**src/rtl/rx_check_residue.sv**
```systemverilog
module rx_check_residue #(
  parameter logic [15:0] CRC_POLY_REV = 16'h8408,
  parameter logic [15:0] CRC_PRESET   = 16'hFFFF,
  parameter logic [15:0] CRC_GOOD     = 16'hF0B8
) (
  input  logic        clk,
  input  logic        rst_n,
  input  logic        rx_valid,
  input  logic [7:0]  rx_data,
  input  logic        crc_en,
  input  logic        lrc_en,
  input  logic        tx_en_set,
  input  logic        tx_done,
  output logic        crc_ok,
  output logic        lrc_ok,
  output logic [15:0] crc_res,
  output logic [7:0]  lrc_res
);

  logic        clr;
  logic [15:0] crc_next;

  assign clr = tx_en_set | tx_done;

  always_comb begin
    crc_next = crc_res;
    for (int i = 0; i < 8; i++) begin
      if (crc_next[0] ^ rx_data[i]) crc_next = (crc_next >> 1) ^ CRC_POLY_REV;
      else                          crc_next = crc_next >> 1;
    end
  end

  always_ff @(posedge clk) begin
    if (!rst_n || !crc_en || clr) crc_res <= CRC_PRESET;
    else if (rx_valid)            crc_res <= crc_next;
  end

  always_ff @(posedge clk) begin
    if (!rst_n || !lrc_en || clr) lrc_res <= 8'h00;
    else if (rx_valid)            lrc_res <= lrc_res ^ rx_data;
  end

  assign crc_ok = (crc_res == CRC_GOOD);
  assign lrc_ok = (lrc_res == 8'h00);

endmodule

```
**config.mk**
```make
export PLATFORM = sky130hd
export DESIGN_NAME = rx_check_residue
export DESIGN_NICKNAME = d
export VERILOG_FILES = /design/src/rtl/rx_check_residue.sv
export SDC_FILE = /design/constraint.sdc
export NUM_CORES = 1
export LEC_CHECK = 0
export BUFFER_PORTS_ARGS = -buffer_cell sky130_fd_sc_hd__buf_2
export CORE_UTILIZATION = 49
export DETAILED_ROUTE_END_ITERATION = 10
export HOLD_SLACK_MARGIN = 0.06
export PLACE_DENSITY = 0.84
export SKIP_LAST_GASP = 1
export SLEW_MARGIN = 20
export SYNTH_ARGS = -nofsm -noshare
export SYNTH_HDL_FRONTEND = slang
export SYNTH_SLANG_ARGS = --single-unit
```
**constraint.sdc**
```tcl
create_clock -name clk -period 1.45 [get_ports clk]
set_input_delay 0.145 -clock clk [delete_from_list [all_inputs] [get_ports clk]]
set_output_delay 0.145 -clock clk [all_outputs]
set_load 0.02 [all_outputs]
```
==> results of run 1 <==
-- kinds of logic (layout without fill, tap and decap cells) --
kind of cell / after synthesis / in the layout
AOI/OAI and AO/OA: 21 / 21
xor gates and xnor gates: 33 / 33
buffers and inverters: 6 / 68
DFF: 24 / 24
and+or+nand+nor: 41 / 41
-- routing by layer --
layer	up-vias	global-route usage (%)	wire, um
met3	10	3.161	191
met5	-	0	0
met4	0	14.91	105
met1	549	30.74	1347
li1	553	-	-
met2	54	43.67	1723
-- worst min path at each step --
stage,cells past startpoint,endpoint
2_1_floorplan,3,lrc_res[0]
3_3_place_gp,4,lrc_res[6]
3_5_place_dp,4,lrc_res[6]
4_1_cts,4,lrc_res[3]
5_1_grt,4,lrc_res[3]
6_report,3,crc_res[2]
-- cell usage in the layout (no fill, tap or decap) --
cell	synthesis	layout
dfxtp_2	0	5
xor3_1	1	1
clkbuf_1	4	1
xor2_2	1	2
o21ai_1	2	2
dfxtp_4	0	2
nor3_1	3	3
nand4_1	1	1
nand4b_1	1	1
xnor2_1	10	10
or4_4	0	3
xnor2_4	1	1
o211ai_1	7	7
nor2_1	13	12
buf_2	0	38
xnor2_2	1	1
o21ai_0	4	4
a21oi_1	8	8
buf_6	0	1
nor2_4	0	1
xnor3_1	8	8
clkinv_1	1	1
or4b_4	0	1
and3_1	1	1
xor2_1	11	10
nand4bb_1	1	1
nand2_1	15	15
buf_4	0	24
clkbuf_4	0	3
dfxtp_1	24	17
nand3_1	1	1
nor4_4	0	1
-- area by class of cell --
cell class / instances / area (sq um)
clock buffers: 4 / 26.28
fillers: 180 / 699.4
inverters: 1 / 3.754
multi-input cells: 95 / 812.0
flip-flops and latches: 24 / 494.2
well taps: 30 / 37.54
repair buffers: 63 / 381.6
-- state kept, by name, indices dropped and copies added (netlist names) --
| register | cells |
|---|---|
| crc_res | 16 |
| lrc_res | 8 |
-- tightest hold or removal path, cell delays in order --
cell and delay [ns]:
buf_2 0.10, clkinv_1 0.13, o21ai_1 0.10
-- per-stage QoR --
step	setup WS (ns)	instances	hold slack, ns	setup TNS (ns)
final	-0.2696	217	0.1864	-0.3994
after global routing	-0.3106	217	0.1962	-0.4768
after CTS	-0.2911	215	0.1713	-0.4351
after detailed placement	-0.03493	208	0.5107	-0.03493
after global placement	-0.02851	208	0.4950	-0.02851
after floorplan	-0.01812	125	0.3495	-0.01812
-- power breakdown --
group / total, mW / switching, mW / leakage, nW / internal (mW)
Sequential: 0.675 / 0.00886 / 0.195 / 0.666
Combinational: 0.290 / 0.134 / 0.613 / 0.156
Clock: 0.307 / 0.199 / 0.0150 / 0.108
-- timing repair --
item / 4_1_cts / 5_1_grt
resized for setup: 11 / 2
setup endpoints to repair: 2 / 4
buffers inserted: 3 / 2
hold buffers: 0 / 0
pin swaps: 2 / 0
==> impl_metrics.tcl, run 1 <==
set metrics [dict create \
    finalPower_mw 1.272 \
    fin_crit_ns 1.720 \
    finalSetupViolations 2 \
    cpMaxStageDelayCell "or4_4" \
    critical_path_buf_inv_count 1 \
    yosysTopAreaCell "dfxtp_1" \
    synthFlopType "dfxtp_1" \
    netlist.area_leader.share_pct 37.83 \
    ys_types 26 \
    end_kind "primary output" \
    initial_core_util_pct 51.73 \
    synth_seq_area_share_pct 37.83 \
    worst_slack_ns -0.2696 \
    synth_top_family_by_area "XOR/XNOR gates" \
    die_area_sq_um 2799 \
    drcViolationCount 0 \
    synth_area_per_cell_sq_um 10.16 \
    worstHoldStart "rx_valid" \
    max_freq_mhz 581.5 \
    report.final.slew_viol_count 0 \
    finClkSkew_ns 0.008206 \
    async_flop_share_pct 0 \
    synth_cells 125 \
    ff2ff_path_depth 4 \
    cts.sinks 24 \
    syn2layout_area_growth_pct 38.23 \
    synth_nets 140 \
    synth-compound-area-share_pct 9.655 \
    slew_headroom_pct 71.13 \
    startpoint "crc_res[9]" \
    worstSkewPairLatency_ns 0.32 \
    synth_area_sq_um 1270 \
    finalHoldViolations 0 \
    synth_fa_ha_area_share_pct 0 \
    worst_pin_slew_ns 0.4299 \
    cts_buffers 3 \
    arrival_ns 1.57 \
    cp_num_cells 3 \
    die_h_um 52.91 \
    ant_nets 0 \
    grt_overflow 0 \
    dr_total_vias 1166 \
    p_per_area_nw_per_um2 724.6 \
    portBuffers 40 \
    cts_root_buf "clkbuf_4" \
    rows 18 \
    path_cells "or4_4 > nor4_4 > buf_4" \
    synth-edff-count 0 \
    synthSimpleGateAreaFrac_pct 15.47 \
    p_leak_nw 0.8229 \
    yosysMostFrequentCell "dfxtp_1" \
    violations "setup timing" \
    drtPass1Iterations 4 \
    globalplace.congestion 0.8446 \
    grt_pass1_vias 1086 \
    peakVddDrop_uv 627.2 \
    r2r-end "crc_res[8]" \
    ios 41 \
    fin_crit_sh_pct 118.6 \
    fp.dieW_um 52.91 \
    via_per_inst 5.373 \
    yosys_warnings 0 \
    clkSlewWorstSetupHoldPaths_ns 0.13 \
    hold_path.class "in -> reg" \
    core_sq_um 2455 \
    cp-start-kind "flop" \
    place_area_sq_um 1652 \
    drt_wl_total_um 3367 \
    max_stage_delay_ns 0.54 \
    wl_per_cell_um 15.52 \
    drive_gt1_share_pct 44.39 \
    initialDrtViolationCount 25 \
    final_area_sq_um 1755 \
    htreeDepth 1 \
    grt_pass1_wl_um 4961 \
    ys_seq_elements 24 \
    nets 203 \
    final_util_pct 71.51 \
    rsz0062_at_grt "true" \
    synthMuxAreaShare_pct 0 \
    crit_required_ns 1.31 \
    r2r_setup_slack_ns 0.08 \
    crit_family "simple AND/OR/NAND/NOR gates" \
    grtUsageTotal_pct 25.65 \
    worstReg2RegStart "crc_res[1]" \
    synth_xor_area_share_pct 35.27 \
    cp-endpoint "crc_ok" \
    path_class "reg -> out" \
    cts_tree "built" \
    grt_max_degree 14 \
    antenna_found_initial 0 \
    antenna_cells 0 \
    synth_area_leaders "dfxtp_1 (38%), xnor3_1 (14%), xor2_1 (7.6%)" \
    drv_cap 0 \
    status "complete, but fails checks" \
    hpwlAfterDp_um 2407 \
    ys_top_cells_by_count "dfxtp_1 (24), nand2_1 (15), nor2_1 (13)" \
    cp_max_fo 2 \
    clk_path_buf_depth 2 \
]
Note: power is estimated with default switching activity, not from simulation.
==> run 2, diff against run 1 <==
Settings changed: ABC_AREA from default to 1, CORE_UTILIZATION 49 to 50, PLACE_DENSITY 0.84 to 0.85.
Clock period 1.45 ns to 1.7 ns, I/O delays scaled along.
==> impl_metrics.tcl, run 2 <==
set metrics [dict create \
    drcViolationCount 0 \
    finalHoldViolations 0 \
    finalPower_mw 1.085 \
    cpMaxStageDelayCell "dfxtp_1" \
    die_h_um 54.59 \
    cts_root_buf "clkbuf_4" \
    nets 264 \
    dp_cells 274 \
    grt_overflow 0 \
    finClkSkew_ns 0.001346 \
    final_cell_mix "nand2_1 (60), buf_2 (40), inv_1 (26), dfxtp_1 (24), nand3_1 (18)" \
    die_area_sq_um 2980 \
    fp.dieW_um 54.59 \
    ys_types 20 \
    ios 41 \
    p_leak_nw 0.9174 \
    worst_pin_slew_ns 0.3551 \
    arrival_ns 1.46 \
    yosys_warnings 0 \
    syn2layout_area_growth_pct 17.19 \
    cp_max_fo 6 \
    cts_buffers 3 \
    rows 18 \
    synth_seq_area_share_pct 34.75 \
    synth_area_leaders "dfxtp_1 (35%), nand2_1 (16%), inv_1 (7.1%)" \
    ys_top_cells_by_count "nand2_1 (60), inv_1 (26), dfxtp_1 (24)" \
    core_sq_um 2545 \
    largest_registers "crc_res (16), lrc_res (8)" \
    hold_path.class "in -> reg" \
    via_per_inst 5.194 \
    p_int_mw 0.7688 \
    crit_required_ns 1.53 \
    max_stage_delay_ns 0.46 \
    antenna_found_initial 0 \
    fin_crit_sh_pct 95.93 \
    yosysTopAreaCell "dfxtp_1" \
    worstSkewPairLatency_ns 0.33 \
    drtPass1Iterations 4 \
    yosysMostFrequentCell "nand2_1" \
    grt_max_degree 19 \
    grt_pass1_wl_um 5444 \
    final_common_cell "nand2_1" \
    ctsResizeCount 0 \
    synth_area_per_cell_sq_um 6.679 \
    antenna_cells 0 \
    p_sw_mw 0.3159 \
    ys_seq_elements 24 \
    comb_power_share_pct 17.6 \
    htreeDepth 1 \
    cts_tree "built" \
    synth_area_sq_um 1383 \
    post_cts_buffers 0 \
    clkSlewWorstSetupHoldPaths_ns 0.13 \
    clk_path_buf_depth 2 \
    synthFlopType "dfxtp_1" \
    fin_crit_ns 1.631 \
    ant_nets 0 \
    final_cells 278 \
    switching_share_pct 29.12 \
    slew_headroom_pct 76.26 \
    clkPwrFrac_pct 29.0 \
    max_freq_mhz 613.2 \
    largest_register "crc_res" \
    wl_per_cell_um 12.34 \
    drt_wl_total_um 3430 \
    grtUsageTotal_pct 25.73 \
    largest_reg_flops 16 \
    timing.setup.tns_ns 0 \
    pwr-share-seq_pct 53.4 \
    path_class "reg -> out" \
    hpwlAfterDp_um 2625 \
    initial_core_util_pct 54.33 \
    path_cells "nand4_1 > nor4_1 > buf_2" \
    drive_gt1_share_pct 26.61 \
    ctsHoldBuffers 0 \
    finalSetupViolations 0 \
    end_kind "primary output" \
    rsz0062_at_grt "false" \
    globalplace.congestion 0.8304 \
    netlist.area_leader.share_pct 34.75 \
    r2r_setup_slack_ns 0.59 \
    portBuffers 40 \
    synth_cells 207 \
    cp-start-kind "flop" \
    grt_pass1_vias 1223 \
    dr_total_vias 1444 \
    cts.sinks 24 \
    report.final.slew_viol_count 0 \
    synth_nets 222 \
    async_flop_share_pct 0 \
    synth-edff-count 0 \
    p_per_area_nw_per_um2 669.4 \
    initialDrtViolationCount 57 \
    status "complete, no violations" \
    peakVddDrop_uv 470.5 \
    drv_cap 0 \
]
-- run 2: cell types whose count changed after synthesis, moves of 4 or more --
cell / before / now
nand3_1: 1 / 18
nand4_1: 1 / 6
nand2_2: 0 / 14
a21oi_1: 8 / 12
clkbuf_1: 4 / 0
xnor3_1: 8 / 0
xnor2_1: 10 / 1
nand2_1: 15 / 60
inv_1: 0 / 26
-- run 2: layout make-up --
class                      instances  area, sq um
clock buffer                       4        36.28
fill                             247        924.6
inverter                          29        108.9
multi-input combinational        149        742.0
sequential                        24        480.5
tap                               30        37.54
timing repair buffer              42        215.2
-- run 2: metal layers --
metal | vias to the layer above | global-route usage [%] | share of wire [%]
met5 | - | 0 | 0
met4 | 0 | 12.82 | 2.5
met3 | 9 | 3.333 | 4.8
met2 | 40 | 38.55 | 46
met1 | 655 | 35.68 | 47
li1 | 740 | - | -
-- run 2: path summary, 6_finish.rpt --
| path | startpoint | to | depth (start not counted) |
|---|---|---|---|
| max | crc_res[7] | crc_ok | 3 |
| min | rx_data[6] | lrc_res[6] | 4 |
| max reg2reg | crc_res[1] | crc_res[13] | 7 |
| min reg2reg | crc_res[9] | crc_res[9] | 2 |
-- run 2: worst max-delay path: cells and delay by family, from the launching register on --
family,cells,cell delay [ns]
simple gates,2,0.44
flops,1,0.46
buf+inv,1,0.23
-- run 2: cells by family after synthesis --
kind of cell / after synthesis / synth area share [%]
and+or+nand+nor: 117 / 38.92
buffers and inverters: 34 / 11.58
DFF: 24 / 34.75
AOI/OAI and AO/OA: 23 / 9.050
xor gates and xnor gates: 9 / 5.702
-- run 2: power by group through the flow --
stage               combinational (mW)  clock (mW)  sequential [mW]
floorplan                        0.129           0            0.600
global placement                 0.187           0            0.591
detailed placement               0.188           0            0.592
CTS                              0.189       0.319            0.579
global route                     0.213       0.336            0.581
finish                           0.190       0.315            0.580
-- run 2: stage by stage --
| step | instance area, sq um | setup WS [ns] | hold slack (ns) | util, % |
|---|---|---|---|---|
| final | 1620 | 0.06915 | 0.1856 | 63.67 |
| after CTS | 1620 | 0.07799 | 0.1852 | 63.67 |
| after floorplan | 1383 | 0.1797 | 0.3808 | - |
| after global placement | 1584 | 0.4791 | 0.5076 | 62.24 |
| after global routing | 1620 | 0.02026 | 0.2059 | 63.67 |
| after detailed placement | 1584 | 0.4627 | 0.5135 | 62.24 |
